## config.mk

```make
export PLATFORM = sky130hd
export DESIGN_NAME = csd_codec
export DESIGN_NICKNAME = d
export VERILOG_FILES = /design/src/rtl/csd_pkg.sv /design/src/rtl/csd_run_tracker.sv /design/src/rtl/csd_stuff_judge.sv /design/src/rtl/csd_codec.sv
export SDC_FILE = /design/constraint.sdc
export NUM_CORES = 1
export LEC_CHECK = 0
export ABC_AREA = 1
export BUFFER_PORTS_ARGS = -buffer_cell sky130_fd_sc_hd__buf_2
export CORE_UTILIZATION = 50
export CTS_CLUSTER_SIZE = 20
export DETAILED_ROUTE_END_ITERATION = 6
export PLACE_DENSITY_LB_ADDON = 0.12
export SYNTH_ARGS = -nofsm -noshare
export SYNTH_HDL_FRONTEND = slang
export SYNTH_HIERARCHICAL = 1
export SYNTH_SLANG_ARGS = --single-unit
export TNS_END_PERCENT = 100
```

## constraint.sdc

```tcl
create_clock -name clk -period 4.9 [get_ports clk]
set_clock_uncertainty 0.1 [all_clocks]
set_input_delay 0.735 -clock clk [delete_from_list [all_inputs] [get_ports clk]]
set_output_delay 0.735 -clock clk [all_outputs]
set_load 0.03 [all_outputs]
```

## src/rtl/csd_pkg.sv

```systemverilog
`timescale 1ns/1ps
package csd_pkg;
    typedef enum logic [1:0] {
        ST_IDLE = 2'd0,
        ST_RUN  = 2'd1,
        ST_ERR  = 2'd2
    } csd_state_e;

    localparam logic LVL_DOM = 1'b0;
    localparam logic LVL_REC = 1'b1;
endpackage

```

## src/rtl/csd_run_tracker.sv

```systemverilog
`timescale 1ns/1ps
module csd_run_tracker #(
    parameter int RUN_LEN = 5,
    parameter int CW      = $clog2(RUN_LEN + 1)
) (
    input  logic          clk,
    input  logic          rst_n,
    input  logic          adv,
    input  logic          fresh,
    input  logic          bit_in,
    output logic [CW-1:0] run_cnt,
    output logic          run_lvl
);
    localparam logic [CW-1:0] CNT_MAX = CW'(RUN_LEN);

    always_ff @(posedge clk or negedge rst_n) begin
        if (!rst_n) begin
            run_cnt <= '0;
            run_lvl <= csd_pkg::LVL_REC;
        end else if (adv) begin
            run_lvl <= bit_in;
            if (fresh || (bit_in != run_lvl) || (run_cnt == '0))
                run_cnt <= CW'(1);
            else if (run_cnt != CNT_MAX)
                run_cnt <= run_cnt + 1'b1;
        end
    end
endmodule

```

## src/rtl/csd_stuff_judge.sv

```systemverilog
`timescale 1ns/1ps
module csd_stuff_judge #(
    parameter int RUN_LEN = 5,
    parameter int CW      = $clog2(RUN_LEN + 1)
) (
    input  logic          in_run,
    input  logic          stuff_en,
    input  logic          fresh,
    input  logic [CW-1:0] run_cnt,
    input  logic          run_lvl,
    input  logic          rx_bit,
    output logic          run_full,
    output logic          slot,
    output logic          rx_bad,
    output logic          stuff_val
);
    localparam logic [CW-1:0] CNT_MAX = CW'(RUN_LEN);

    always_comb begin
        run_full  = in_run && stuff_en && (run_cnt == CNT_MAX);
        slot      = run_full && !fresh;
        rx_bad    = slot && (rx_bit == run_lvl);
        stuff_val = ~run_lvl;
    end
endmodule

```

## src/rtl/csd_codec.sv

```systemverilog
`timescale 1ns/1ps
module csd_codec #(
    parameter int RUN_LEN = 5
) (
    input  logic clk,
    input  logic rst_n,
    input  logic bit_stb,
    input  logic frame_start,
    input  logic frame_stop,
    input  logic stuff_en,
    input  logic dir_tx,
    input  logic tx_in,
    output logic tx_ready,
    output logic tx_out,
    input  logic rx_in,
    output logic rx_valid,
    output logic rx_data,
    output logic rx_err
);
    import csd_pkg::*;

    localparam int CW = $clog2(RUN_LEN + 1);

    csd_state_e    state_q, state_d;
    logic [CW-1:0] run_cnt;
    logic          run_lvl;
    logic          fresh, in_run, in_err;
    logic          run_full, slot, rx_bad, stuff_val;
    logic          emit_bit, trk_bit;

    assign fresh    = bit_stb && frame_start;
    assign in_run   = (state_q == ST_RUN);
    assign in_err   = (state_q == ST_ERR) && !fresh;
    assign emit_bit = slot ? stuff_val : tx_in;
    assign trk_bit  = dir_tx ? emit_bit : rx_in;

    csd_run_tracker #(.RUN_LEN(RUN_LEN), .CW(CW)) u_trk (
        .clk     (clk),
        .rst_n   (rst_n),
        .adv     (bit_stb),
        .fresh   (fresh),
        .bit_in  (trk_bit),
        .run_cnt (run_cnt),
        .run_lvl (run_lvl)
    );

    csd_stuff_judge #(.RUN_LEN(RUN_LEN), .CW(CW)) u_judge (
        .in_run    (in_run),
        .stuff_en  (stuff_en),
        .fresh     (fresh),
        .run_cnt   (run_cnt),
        .run_lvl   (run_lvl),
        .rx_bit    (rx_in),
        .run_full  (run_full),
        .slot      (slot),
        .rx_bad    (rx_bad),
        .stuff_val (stuff_val)
    );

    // Next-state logic: START has priority, then STOP, then VIOLATE.
    always_comb begin
        state_d = state_q;
        if (bit_stb) begin
            if (frame_start) begin
                state_d = ST_RUN;
            end else begin
                unique case (state_q)
                    ST_IDLE: state_d = ST_IDLE;
                    ST_RUN: begin
                        if (frame_stop)
                            state_d = ST_IDLE;
                        else if (!dir_tx && rx_bad)
                            state_d = ST_ERR;
                    end
                    ST_ERR: begin
                        if (frame_stop)
                            state_d = ST_IDLE;
                    end
                    default: state_d = ST_IDLE;
                endcase
            end
        end
    end

    // State register
    always_ff @(posedge clk or negedge rst_n) begin
        if (!rst_n)
            state_q <= ST_IDLE;
        else
            state_q <= state_d;
    end

    // Registered outputs
    always_ff @(posedge clk or negedge rst_n) begin
        if (!rst_n) begin
            tx_out   <= LVL_REC;
            rx_valid <= 1'b0;
            rx_data  <= LVL_REC;
            rx_err   <= 1'b0;
        end else if (bit_stb) begin
            tx_out   <= emit_bit;
            rx_data  <= rx_in;
            rx_valid <= !dir_tx && !in_err && !slot;
            rx_err   <= !dir_tx && rx_bad;
        end else begin
            rx_valid <= 1'b0;
            rx_err   <= 1'b0;
        end
    end

    assign tx_ready = !run_full;
endmodule

```

* Yosys cells after proc, flatten, opt, wreduce, memory -nomap -nowiden *
Cells that the tools add are included.

operators by class
  bitwise operators = 1
  reductions and logical operators = 20
  add/subtract/negate cells = 1
  equal/unequal tests = 8
  muxes and demuxes = 11

operators by type and width
  operator                                             number
  logical AND 1 bit                                    9
  two-way mux 2 bit                                    4
  two-way mux 3 bit                                    2
  inequality test 3 bit, second input constant         2
  zero test 1 bit                                      5
  two-way mux 1 bit                                    4
  inequality test 4 bit, second input constant         1
  one-hot mux 2 bit (2 select lines)                   1
  adder 3 x 1 -> 3 bit, second input constant          1
  equality test 3 bit, second input constant           1
  zero test 3 bit                                      1
  AND reduction 3 bit                                  1
  equality test 2 x 1 -> 1 bit, second input constant  1
  equality test 2 bit, second input constant           1
  logical OR 1 bit                                     2
  AND reduction 2 bit                                  1
  nonzero test 2 bit                                   1
  equality test 1 bit                                  1
  inequality test 1 bit                                1
  inverter 1 bit                                       1

storage, ports and cells
  input bits = 9
  output and inout bits = 5
  register bits = 10
  word-level logic and storage cells = 48

* Longest topological paths before layout *
Gate-level depths: netlist of run 1.

  depth after elaboration = 11
  mapped depth = 16
  mapped depth without buffers = 16

* Hierarchy *
Netlist of run 1, hierarchy kept.

by module, submodules not included
  module           cells each  instances  seq. area each (um2)  area each (um2)
  csd_codec        41          1          152.6                 319.1
  csd_run_tracker  40          1          101.3                 297.8
  csd_stuff_judge  15          1          0.0                   73.8

* Least setup slack after synthesis of run 1 *
No wires, ideal clock.

  path kind = input to register
  start point = input frame_start
  end point = register u_trk.run_cnt[2]
  buffers on the path = 0
  cell stages on the path = 15
  setup time = 117 ps
  data arrival time = 1,960 ps
  slack = 2,723 ps
  path through = nand2_1 > inv_1 > inv_1 > nand3_2 > inv_1 > nand2_1 > o21ai_0 > o21ai_0 > inv_1 > nand2_1 > nand2_1 > nand3_2 > nand2_2 > nand2_1 > nand2_1

between the ends
  cells in the longest elaborated chain, start to end = 10

RTL lines
  item                                  line                   source
  start: declaration                    csd_codec.sv:8         input logic frame_start,
  logical AND 1 bit *                   csd_codec.sv:31        assign fresh = bit_stb && frame_start;
  named net fresh                       csd_codec.sv:27        logic fresh, in_run, in_err;
  zero test 1 bit *                     csd_stuff_judge.sv:21  slot = run_full && !fresh;
  logical AND 1 bit *                   csd_stuff_judge.sv:21
  named net slot                        csd_codec.sv:28        logic run_full, slot, rx_bad, stuff_val;
  two-way mux 1 bit *                   csd_codec.sv:34        assign emit_bit = slot ? stuff_val : tx_in;
  two-way mux 1 bit *                   csd_codec.sv:35        assign trk_bit = dir_tx ? emit_bit : rx_in;
  named net trk_bit                     csd_codec.sv:29        logic emit_bit, trk_bit;
  inequality test 1 bit *               csd_run_tracker.sv:22  if (fresh || (bit_in != run_lvl) || (run_cnt == '0))
  logical OR 1 bit * (2 in a row)       csd_run_tracker.sv:22
  nonzero test 2 bit (no source line)   -
  AND reduction 2 bit (no source line)  -
  end signal: assignment                csd_run_tracker.sv:25  run_cnt <= run_cnt + 1'b1;
  end: declaration                      csd_run_tracker.sv:11  output logic [CW-1:0] run_cnt,

Mark *: on every way through the listed nets, which the timed path passes. The rest lies on a longest branch.
A chain may end at the register's enable or synchronous reset.

* Worst setup path in the final report of run 1 *
  start point = input bit_stb
  end point = register u_trk.run_cnt[1]

between the ends
  cells in the longest elaborated chain, start to end = 10

RTL lines
  item                                  line                   source
  start: declaration                    csd_codec.sv:7         input logic bit_stb,
  logical AND 1 bit *                   csd_codec.sv:31
  named net fresh                       csd_codec.sv:27
  zero test 1 bit *                     csd_stuff_judge.sv:21
  logical AND 1 bit *                   csd_stuff_judge.sv:21
  named net slot                        csd_codec.sv:28
  two-way mux 1 bit *                   csd_codec.sv:34
  two-way mux 1 bit *                   csd_codec.sv:35
  named net trk_bit                     csd_codec.sv:29
  inequality test 1 bit *               csd_run_tracker.sv:22
  logical OR 1 bit * (2 in a row)       csd_run_tracker.sv:22
  nonzero test 2 bit (no source line)   -
  AND reduction 2 bit (no source line)  -

Marked as above.

==> results.md, run 1 <==
Run status:
- The run finished with clean final reports.

Placement:
- The post-placement cell count is 124.
- Routability-driven placement finished with a final weighted congestion of 0.702.
- Buffers placed on the I/O ports in this run total 13.
- After legalization and detailed placement, the total HPWL measured 1.00 mm.

Synthesis:
- In this run, synthesis produced a sequential element count of 10.
- For this run, the number of Yosys warnings is 6.
- The total standard cell area after synthesis is 691 um^2.
- Yosys attributes the largest share of cell area to sky130_fd_sc_hd__dfrtp_1, sky130_fd_sc_hd__nand2_1, sky130_fd_sc_hd__dfstp_2.
- The cell count after synthesis is 96.
- The most area-hungry cell type in the Yosys netlist is sky130_fd_sc_hd__dfrtp_1.
- Dividing the synthesized area by the synthesized cell count gives ~7.2 um^2.
- The post-synthesis net count is approximately 110.
- The proportion of synthesized chip area in sequential cells is 36.8%.
- The synthesized design devotes to its leading area cell type 25.4% of total area.
- Counting distinct cell types in the post-synthesis netlist gives 19.

Detailed routing:
- The detailed-route vias per instance is 4.64.
- The total detailed-routing wirelength is 1.27 mm.
- The remaining design rule violation count is 0.
- The number of search-and-repair iterations in the first detailed-routing pass is 4.
- The post-detailed-route count of antenna-violating nets is 0.
- The count of routing violations after the opening detailed-route iteration is 13.
- The per-cell routed wire length is 9.88 um.
- The detailed-route via count is roughly 600.

Floorplanning:
- The chip width is 39.2 um.
- For this design the top-level I/O count stands at 14.
- The chip height is 39.2 um.
- The total area inside the core boundary comes to 0.00128 mm^2.
- The count of standard-cell rows is 13.
- The initial core utilization is 53.7%.
- The die covers 0.00153 mm^2.

STA:
- The total negative setup slack is 0 ps.
- Setup repair after global routing left no endpoint under its margin.
- Timing would allow up to 411 MHz.
- The total setup violations reported at the end of the flow is 0.
- At the pin with the least slew margin, the transition time is 423 ps.
- The final hold violation count is 0.
- In the finished design, the share of the clock period the worst path needs comes to 49.6%.
- The final critical delay including setup and external delays is 2430 ps.
- The final number of max-transition violations came to 0.
- The max-slew headroom at the worst pin is 71.5%.

Clock network:
- The number of setup buffers added after CTS is 0.
- The number of gates given a new drive strength after cts is 0.
- The maximum root-to-sink buffer count is 2.
- The latest clock arrival within the worst-skew pair is 260 ps.
- The CTS tree is built.
- Clock tree synthesis found a total of 10 sinks.
- After clock tree synthesis, the clock-pin slew on the worst setup and hold paths is 70 ps.
- The number of H-tree branching levels is 1.
- The count of hold buffers inserted by post-cts repair is 0.
- Counting the buffers created by CTS gives 3.
- The buffer cell driving the clock tree root is sky130_fd_sc_hd__clkbuf_4.

Pwr:
- The share of total power in sequential cells is 43.6%.
- The part of the power in the clock network is 32.2%.
- The leakage power figure is around 0.46 nW.
- The total power per unit cell area is 284 mW/mm^2.
- The switching power summed over all nets is 0.0732 mW.
- The part of the power in combinational logic is 24.2%.
- The internal power of the cells totals 0.157 mW.
- The maximum vdd drop is 0.000188 V.
- The switching share of total power is 31.8%.

Layout:
- The number of standard cells in the final layout excluding fillers is 128.
- Compared with the post-synthesis result, the final layout area differs by 17.4%.
- The count of antenna diodes in the layout is 0.
- Cells fill between 60% and 70% of the core in the end.
- The filler cells instantiated in the layout total 124.
- For this run, the post-layout net count is 126.
- The ratio of cells with drive above 1 in the final layout is 28.3%.

Flow run:
- The max-cap violation count is 0.

GRT:
- The number of antenna violations at the first check in global routing is 0.
- The total overflow left after global routing is 0.
- The number of global-route vias before repair was 507.
- For this run, the total global-route usage over all layers was measured as 20.0%.
- Entering global routing, the biggest net connects 13 pins.
- The first global-routing pass estimated 2.05 mm of wire.

Critical path:
- The highest-delay cell along the critical path is sky130_fd_sc_hd__o21ai_0.
- The worst setup path is launched from a primary input.
- The critical path goes through buf_2, nand2_1, inv_1, inv_1, nand3_2, inv_1, nand2_1, o21ai_0, o21ai_0, inv_1, nand2_1, nand2_1, nand3_2, nand2_2, nand2_1, nand2_1.
- For the worst setup path, the data arrival time is between 2000 and 2500 ps.
- The largest stage delay on the critical path is 370 ps.
- By startpoint and endpoint, the worst setup path is classified as primary input to flip-flop.
- The kind of cell with the highest combined delay on the critical path is simple AND/OR/NAND/NOR gates.
- The maximum net fanout on the critical path is 12.
- The most numerous cell type found on the critical path is sky130_fd_sc_hd__nand2_1.
- The combined buffer and inverter count along the critical path is 5.
- The data required time of the worst path is 4950 ps.
- The kind of end point of the critical path is a flip-flop.

Min path:
- The tightest min-delay check is of the primary input to async pin type.
==> final cells by class <==
| type | instances | area (um^2) | area share (%) |
|---|---|---|---|
| Sequential cell | 10 | 254 | 31.3 |
| Timing Repair Buffer | 13 | 65.1 | 8.02 |
| Inverter | 21 | 78.8 | 9.72 |
| Tap cell | 15 | 18.8 | 2.31 |
| Multi-Input combinational cell | 65 | 358 | 44.1 |
| Clock buffer | 4 | 36.3 | 4.48 |
==> sequential cells by signal (all words and copies together) (netlist names) <==
name,count
rx_err,1
tx_out,1
rx_valid,1
u_trk/run_cnt,3
rx_data,1
u_trk/run_lvl,1
state_q,2
==> path summary, 6_finish.rpt <==
path                       cells past startpoint                    from  slack [ps]                            to
min                                            1                   rst_n         230              rx_err$_DFF_PN0_
max                                           16                 bit_stb        2470  u_trk/run_cnt[1]$_DFFE_PN0P_
min in group clk                               2     rx_data$_DFFE_PN1P_         370           rx_data$_DFFE_PN1P_
min reg2reg                                    2     rx_data$_DFFE_PN1P_         370           rx_data$_DFFE_PN1P_
max reg2reg                                   15  state_q[0]$_DFFE_PN0P_        2690  u_trk/run_cnt[1]$_DFFE_PN0P_
max in group asynchronous                      1                   rst_n        4220     u_trk/run_lvl$_DFFE_PN1P_
==> power groups by stage <==
stage | Clock [mW] | Combinational (mW) | Sequential, mW
after global placement | 0 | 0.0540 | 0.102
after global routing | 0.0824 | 0.0632 | 0.102
final | 0.0742 | 0.0559 | 0.100
after floorplan | 0 | 0.0368 | 0.104
after detailed placement | 0 | 0.0557 | 0.102
after CTS | 0.0767 | 0.0564 | 0.100
==> cell families (layout without fill, tap and decap cells) <==
logic type | after synthesis | in the layout | synth area share (%)
buf+inv | 21 | 38 | 11.4
xor+xnor | 2 | 2 | 2.54
simple gates | 55 | 55 | 38.6
compound gates | 5 | 5 | 5.25
fa+ha+maj | 3 | 3 | 5.44
flops | 10 | 10 | 36.8
==> synth_stat cells <==
cell type and instances:
sky130_fd_sc_hd__nand2_1 32, sky130_fd_sc_hd__inv_1 20, sky130_fd_sc_hd__dfrtp_1 7, sky130_fd_sc_hd__nand3_1 4, sky130_fd_sc_hd__nand3_2 4, sky130_fd_sc_hd__nor2_1 4
sky130_fd_sc_hd__nor2_2 4, sky130_fd_sc_hd__dfstp_2 3, sky130_fd_sc_hd__ha_1 3, sky130_fd_sc_hd__nand4_1 3, sky130_fd_sc_hd__o21ai_0 3, sky130_fd_sc_hd__xor2_1 2
sky130_fd_sc_hd__a21oi_4 1, sky130_fd_sc_hd__inv_2 1, sky130_fd_sc_hd__nand2_2 1, sky130_fd_sc_hd__nor2b_1 1, sky130_fd_sc_hd__nor3_1 1, sky130_fd_sc_hd__nor3_2 1
sky130_fd_sc_hd__o21ai_1 1
==> placed cells by master (no fill, tap or decap) <==
cell type                  count
sky130_fd_sc_hd__nand4_1       3
sky130_fd_sc_hd__nand2_1      32
sky130_fd_sc_hd__nor2b_1       1
sky130_fd_sc_hd__buf_2        13
sky130_fd_sc_hd__clkbuf_4      3
sky130_fd_sc_hd__inv_1        20
sky130_fd_sc_hd__o21ai_0       3
sky130_fd_sc_hd__xor2_1        2
sky130_fd_sc_hd__o21ai_1       1
sky130_fd_sc_hd__inv_2         1
sky130_fd_sc_hd__nor3_2        1
sky130_fd_sc_hd__nor3_1        1
sky130_fd_sc_hd__a21oi_4       1
sky130_fd_sc_hd__dfrtp_1       7
sky130_fd_sc_hd__nand2_2       1
sky130_fd_sc_hd__nand3_1       4
sky130_fd_sc_hd__nor2_2        4
sky130_fd_sc_hd__dfstp_2       3
sky130_fd_sc_hd__ha_1          3
sky130_fd_sc_hd__nand3_2       4
sky130_fd_sc_hd__clkbuf_8      1
sky130_fd_sc_hd__nor2_1        4
==> per-layer routing <==
layer	track usage (%)	vias to the layer above	routed length [um]
met2	32.5	8	594
met3	5.20	0	38
met4	5.17	0	0
met1	26.1	263	632
met5	0	-	0
li1	-	323	-
==> metrics by stage <==
step	setup slack [ps]	area (um^2)	hold slack [ps]	total power, mW
3_3_place_gp	2280	774	352	0.156
4_1_cts	2470	811	224	0.234
3_5_place_dp	2200	774	365	0.158
2_1_floorplan	2720	691	339	0.141
5_1_grt	2260	811	225	0.247
6_report	2470	811	225	0.231
(Power assumes the default switching activity.)
==> run 2, diff against run 1 <==
- clock period: 4.9 -> 2.45 ns (I/O delays scaled with it)
==> results.md, run 2 (synthesis results as in run 1) <==
Clock network:
- CTS built an H-tree with a depth of 1.
- The number of hold buffers added after CTS was 1.
- The number of gates given a new drive strength after cts is 0.
- The clock net in this run drives a total of 10 sinks.
- The buffer cell driving the clock tree root is sky130_fd_sc_hd__clkbuf_4.
- At the later pin of the worst-skew pair, clock insertion delay measures 260 ps.
- Post-CTS timing repair inserted 0 buffers for setup.
- The number of buffers added by the clock tree synthesis step is 3.
- TritonCTS built the clock tree.
- The clock-pin transition on the worst setup and hold timing paths is 70 ps.
- The maximum root-to-sink buffer count is 2.

Floorplanning:
- The region available for standard cell placement spans 0.00128 mm^2.
- For this configuration, the core starts out at a cell density of about 54%.
- The count of standard-cell rows is 13.
- The chip height is approximately 39 um.
- The number of top-level pins is 14.
- The die outline area is 0.00153 mm^2.
- The chip width is between 30 and 40 um.

STA:
- The max-slew headroom at the worst pin is 73.7%.
- The pin slew with the least headroom to its limit is a little under 400 ps.
- The worst path needs between 2000 and 2500 ps of the cycle, external delays included.
- The final number of max-transition violations is 0.
- The maximum clock frequency is 467 MHz.
- Dividing the final minimum period by the clock period gives ~87%.
- Setup repair after global routing left no endpoint under its margin.
- The total setup violations reported at the end of the flow is 0.
- The final hold violation count came to 0.
- The total negative setup slack is 0 ps.

Layout:
- Counting flops per register, the top entry is u_trk/run_cnt.
- In the final layout, the share of cells above drive strength 1 is 27.8%.
- In the layout the commonest cells are sky130_fd_sc_hd__nand2_1, sky130_fd_sc_hd__inv_1, sky130_fd_sc_hd__buf_2.
- The repair_antennas step left the layout with diodes totalling 0.
- The register with the most flip-flops in the layout has 3 of them.
- For this run, the post-layout net count is between 100 and 150.
- The final-layout fill cell count is about 120.
- The largest registers in the layout are u_trk/run_cnt: 3 flops, state_q: 2 flops.
- The most frequent standard cell in the layout excluding fill and tap cells is sky130_fd_sc_hd__nand2_1.
- The layout overhead on the synthesized area is 18.5%.

Critical path:
- The most critical setup path has its startpoint at state_q[0]$_DFFE_PN0P_.
- For the worst setup path, the data required time is 2500 ps.
- The maximum net fanout on the critical path is 4.
- The library cell appearing most often on the critical path is sky130_fd_sc_hd__nand2_1.
- In this run the critical register-to-register path is launched from state_q[0]$_DFFE_PN0P_.
- Measured in cells, the most critical reg-to-reg path has a length of 15.
- The arrival time reported for the critical path endpoint is about 2200 ps.
- The highest-delay cell along the critical path is sky130_fd_sc_hd__dfrtp_1.
- The worst setup path is of the flip-flop to flip-flop kind.
- The endpoint of the worst register-to-register path is u_trk/run_cnt[1]$_DFFE_PN0P_.
- The reg2reg setup slack is a little over 300 ps.
- The signal on the critical path passes through inv_1, nor2_2, nand2_1, nor2_2, nand3_2, inv_1, o21ai_0, o21ai_0, inv_1, nand2_1, nand2_1, nand3_2, nand2_2, nand2_1, nand2_1.
- The kind of end point of the critical path is a flip-flop.
- The capturing instance or port of the critical path is u_trk/run_cnt[1]$_DFFE_PN0P_.
- In this design, the stage delay of the slowest critical-path cell is roughly 400 ps.
- The type of element launching the critical path is a flip-flop.

Placement:
- The placed wire-length estimate is 1.06 mm.
- The count of buffers added on input and output ports is 13.
- The final weighted congestion in routability-driven placement is 0.728.

GRT:
- Entering global routing, the biggest net connects 12 pins.
- The number of global-route vias before repair was approximately 500.
- The total overflow reported by the global router is 0.
- The number of antenna violations at the first check in global routing is 0.
- Global routing used 20.2% of the available tracks.
- The first global-routing pass estimated 2.04 mm of wire.

Detailed routing:
- After detailed routing, the average wire length per cell comes to 9.95 um.
- The count of routing violations after the opening detailed-route iteration is 5.
- The total detailed-routing wirelength is 1.29 mm.
- The first detailed-routing pass ran for 4 iterations.
- Across all layers, the routed design uses about 610 vias.
- The remaining design rule violation count is 0.
- In the routed layout, each cell is associated on average with a via count of 4.70.
- Once detail routing completed, the nets flagged for antenna violations numbered 0.

Pwr:
- After layout, the design draws a total of 0.432 mW.
- Power spread over the standard cell area amounts to about 530 mW/mm^2.
- The leakage power figure is 0.468 nW.
- IR analysis of the VDD net gives a maximum drop of ~0.00041 V.

Flow run:
- The tool flagged a number of max-cap violations equal to 0.

Min path:
- The class of the tightest hold or removal check is primary input to flip-flop.

Run status:
- The flow ran to the end, and the final reports show no timing, DRC or antenna violations.
## run 2: cell count changes in the layout (fill, tap and decap cells not counted), sizes merged
cell         before  now
dlygate4sd3       0    1
buf              13   14
## run 2: per-stage QoR
| stage | util, % | cell area (um^2) | setup slack (ps) | std cells | hold WS, ps |
|---|---|---|---|---|---|
| final | 63.7 | 818 | 310 | 130 | 240 |
| after global routing | 63.7 | 818 | 82.9 | 130 | 253 |
| after CTS | 63.7 | 818 | 322 | 130 | 237 |
| after detailed placement | 60.9 | 782 | 333 | 125 | 141 |
| after global placement | 60.9 | 782 | 376 | 125 | 139 |
| after floorplan | - | 691 | 568 | 96 | -28.1 |
## run 2: where the power goes
group	internal (mW)	switching (mW)
Combinational	0.0435	0.0694
Clock	0.0629	0.0556
Sequential	0.183	0.0180
## run 2: worst min path at each step
| stage | cells past startpoint | slack, ps | start | endpoint |
|---|---|---|---|---|
| 3_3_place_gp | 1 | 140 | rst_n | u_trk/run_cnt[0]$_DFFE_PN0P_ |
| 4_1_cts | 3 | 240 | rx_in | rx_data$_DFFE_PN1P_ |
| 5_1_grt | 3 | 250 | rx_in | rx_data$_DFFE_PN1P_ |
| 6_report | 3 | 240 | rx_in | rx_data$_DFFE_PN1P_ |
| 2_1_floorplan | 0 | -30 | rst_n | rx_err$_DFF_PN0_ |
| 3_5_place_dp | 1 | 140 | rst_n | u_trk/run_cnt[0]$_DFFE_PN0P_ |
## run 2: layout make-up
class | instances | area (um^2) | share of cell area [%]
multi-input cells | 65 | 358 | 43.7
repair buffers | 15 | 82.6 | 10.1
clock buffers | 4 | 26.3 | 3.21
flip-flops and latches | 10 | 254 | 31.0
well taps | 15 | 18.8 | 2.29
inverters | 21 | 78.8 | 9.63
## run 2: metal layers
metal	routed length, um	track usage (%)	vias to the layer above
met1	641	26.2	267
met5	0	0	-
li1	-	-	330
met4	12	10.3	0
met2	590	31.7	12
met3	49	3.47	2
## run 2: critical path, delay by kind of cell (launching register included)
| kind | cells | cell delay, ps |
|---|---|---|
| buffers and inverters | 3 | 270 |
| and+or+nand+nor | 10 | 820 |
| DFF | 1 | 390 |
| AOI/OAI and AO/OA | 2 | 450 |
==> run 3, diff against run 2 <==
- CELL_PAD_IN_SITES_DETAIL_PLACEMENT: unset -> 0
- CELL_PAD_IN_SITES_GLOBAL_PLACEMENT: unset -> 1
- CORE_ASPECT_RATIO: unset -> 0.75
- CORE_UTILIZATION: 50 -> 37
- SLEW_MARGIN: unset -> 40
==> results.md, run 3 (synthesis results as in run 1) <==
Layout:
- Fill cells in the final layout number 186.
- The post-route netlist has 27.8% of its cells at a drive strength greater than 1.
- The register containing the most flip-flops in the final layout is u_trk/run_cnt.
- The post-layout net count is 128.
- The repair_antennas step left the layout with diodes totalling 0.
- The layout overhead on the synthesized area is 19.7%.
- The register with the most flip-flops in the layout has 3 of them.
- The largest registers in the layout are u_trk/run_cnt: 3 flops, state_q: 2 flops.
- For this run, the number of standard cells in the final layout without fillers is 137.
- Leaving out fill and tap cells, the most frequent cell in the layout is sky130_fd_sc_hd__nand2_1.
- The library cells used most frequently in the layout, excluding fill and tap cells, are sky130_fd_sc_hd__nand2_1, sky130_fd_sc_hd__inv_1, sky130_fd_sc_hd__buf_2.

Pwr:
- After layout, the design draws a total of 0.431 mW.
- The internal power of the cells totals 0.289 mW.
- The switching power summed over all nets is 0.141 mW.
- In this run switching power makes up 32.8% of total power.
- The leakage power figure is 0.468 nW.
- Per report_power, the sequential group accounts for 46.7% of the total.
- The part of the power in the clock network is 27.1%.
- Dividing total power by cell area gives a power density of 521 mW/mm^2.
- Combinational logic is responsible for 26.1% of the overall power.
- The maximum vdd drop is 0.000311 V.

Clock network:
- The number of buffers added by the clock tree synthesis step is 3.
- The latest clock arrival within the worst-skew pair is 260 ps.
- The cell sitting at the root of the clock tree is a sky130_fd_sc_hd__clkbuf_4.
- The number of H-tree branching levels is 1.
- No sink is reached through more buffers than the 2 on the longest clock path.
- The number of clock sinks seen by CTS is 10.
- TritonCTS built the clock tree.
- Clock-pin slew was measured on the worst setup and hold paths at about 60 ps.

Placement:
- The setup slack after placement is 293 ps.
- Counting tap cells, the placed design contains a total of roughly 130 instances.
- The placed wire-length estimate is 1.08 mm.
- Routability-driven placement finished with a final weighted congestion of 0.676.
- Port buffering added 13 buffers.

Floorplanning:
- For this configuration, the core starts out at a cell density of 39.7%.
- The count of standard-cell rows is 13.
- The total area inside the core boundary comes to 0.00174 mm^2.
- The die outline area is 0.00205 mm^2.
- 14 I/O pins were placed.
- In this run the horizontal extent of the chip is 51.9 um.
- In this run the vertical extent of the chip is 39.4 um.

Detailed routing:
- Dividing the detail-routed wire length by the instance count gives 9.69 um.
- The first routing iteration left 7 violations.
- After detailed routing, the number of remaining DRC violations is 0.
- The final route contains 607 vias.
- The final layout contains routed wiring with a total length of about 1.3 mm.
- The post-detailed-route count of antenna-violating nets is 0.
- The number of search-and-repair iterations in the first detailed-routing pass is 4.
- After detailed routing, the number of vias per cell comes to around 4.4.

STA:
- Dividing the final minimum period by the clock period gives approximately 87%.
- Setup repair after global routing left no endpoint under its margin.
- The final critical delay including setup and external delays is 2130 ps.
- At the pin with the least slew margin, the transition time is around 400 ps.
- The final number of max-transition violations is 0.
- For this run, the top clock speed supported by timing is 471 MHz.
- The final hold violation count is 0.
- The final worst setup slack is about 320 ps.
- Summed over all failing endpoints, the final setup total negative slack is 0 ps.
- The max-slew headroom at the worst pin is ~74%.
- Setup violations remaining at the end of the flow were counted as 0.

GRT:
- The largest net degree at the start of global routing is 12.
- The number of antenna violations at the first check in global routing is 0.
- The global-route total usage across every layer is 16.2%.
- In the global route stage, met3 resource usage came out at 5.81%.
- The global-route wire length before repair is 2.24 mm.
- The global-route met2 utilization is 26.0%.
- The layer with the highest usage is met2.
- The met1 global-route usage is 20.7%.
- The total overflow reported by the global router is 0.
- The number of global-route vias before repair is around 500.

Critical path:
- The type of element launching the critical path is a flip-flop.
- At the worst endpoint, the arrival time is 2230 ps.
- STA classifies the critical path endpoint as a flip-flop.
- In this run the worst path has a maximum fanout of 4.
- The critical path is of the flip-flop to flip-flop type.
- The data required time of the worst path is 2550 ps.

Min path:
- In this run the worst hold path is classified as primary input to flip-flop.

Run status:
- The run finished with clean final reports.

Flow run:
- The max-cap violation count is 0.
## run 3: power by group through the flow
stage	combinational [mW]	sequential (mW)	clock (mW)
after CTS	0.114	0.201	0.125
after global placement	0.111	0.205	0
after detailed placement	0.112	0.204	0
after global routing	0.127	0.204	0.134
final	0.113	0.201	0.117
after floorplan	0.0735	0.209	0
## run 3: worst paths after layout
| check | startpoint | to | slack (ps) | cells past startpoint |
|---|---|---|---|---|
| worst max-delay path | state_q[0]$_DFFE_PN0P_ | u_trk/run_cnt[2]$_DFFE_PN0P_ | 320 | 14 |
| worst min-delay path | rx_in | rx_data$_DFFE_PN1P_ | 230 | 3 |
| worst max register to register | state_q[0]$_DFFE_PN0P_ | u_trk/run_cnt[2]$_DFFE_PN0P_ | 320 | 14 |
| worst min register to register | rx_data$_DFFE_PN1P_ | rx_data$_DFFE_PN1P_ | 360 | 2 |
| max in group asynchronous | rst_n | tx_out$_DFFE_PN1P_ | 1600 | 2 |
| min in group asynchronous | rst_n | state_q[0]$_DFFE_PN0P_ | 400 | 2 |
## run 3: worst max-delay path, cell delays in order (launching register included)
cell and delay (ps):
sky130_fd_sc_hd__dfrtp_1 380, sky130_fd_sc_hd__inv_1 80, sky130_fd_sc_hd__nor2_2 140, sky130_fd_sc_hd__nand2_1 80
sky130_fd_sc_hd__nor2_2 90, sky130_fd_sc_hd__nand3_2 80, sky130_fd_sc_hd__inv_1 100, sky130_fd_sc_hd__o21ai_0 100
sky130_fd_sc_hd__o21ai_0 350, sky130_fd_sc_hd__inv_1 100, sky130_fd_sc_hd__nand2_1 70, sky130_fd_sc_hd__nand2_1 50
sky130_fd_sc_hd__nor2_1 140, sky130_fd_sc_hd__nand4_1 110, sky130_fd_sc_hd__nand2_1 80
## run 3: cell type report
cell class / count / area, um^2 / share of cell area, %
sequential: 10 / 254 / 30.7
timing repair buffer: 15 / 82.6 / 9.98
inverter: 21 / 78.8 / 9.53
clock buffer: 4 / 26.3 / 3.18
multi-input combinational: 65 / 358 / 43.3
tap: 22 / 27.5 / 3.33
## run 3: per-layer routing
metal	wire length (um)	share of wire (%)
met4	0	0
met1	675	51
met3	64	4.8
met2	588	44
met5	0	0
## run 3: what timing repair did
| action | 4_1_cts | 5_1_grt |
|---|---|---|
| endpoints found under the setup margin | 0 | 0 |
| hold buffers | 1 | 0 |
| setup buffers | 0 | 0 |
| hold endpoints to repair | 7 | 0 |
| gates resized for setup | 0 | 0 |
## run 3: through the flow
stage / instance area (um^2) / util, % / hold slack, ps
after floorplan: 691 / - / -28.1
after global placement: 791 / 45.4 / 139
after detailed placement: 791 / 45.4 / 144
after CTS: 827 / 47.5 / 224
after global routing: 827 / 47.5 / 228
final: 827 / 47.5 / 233
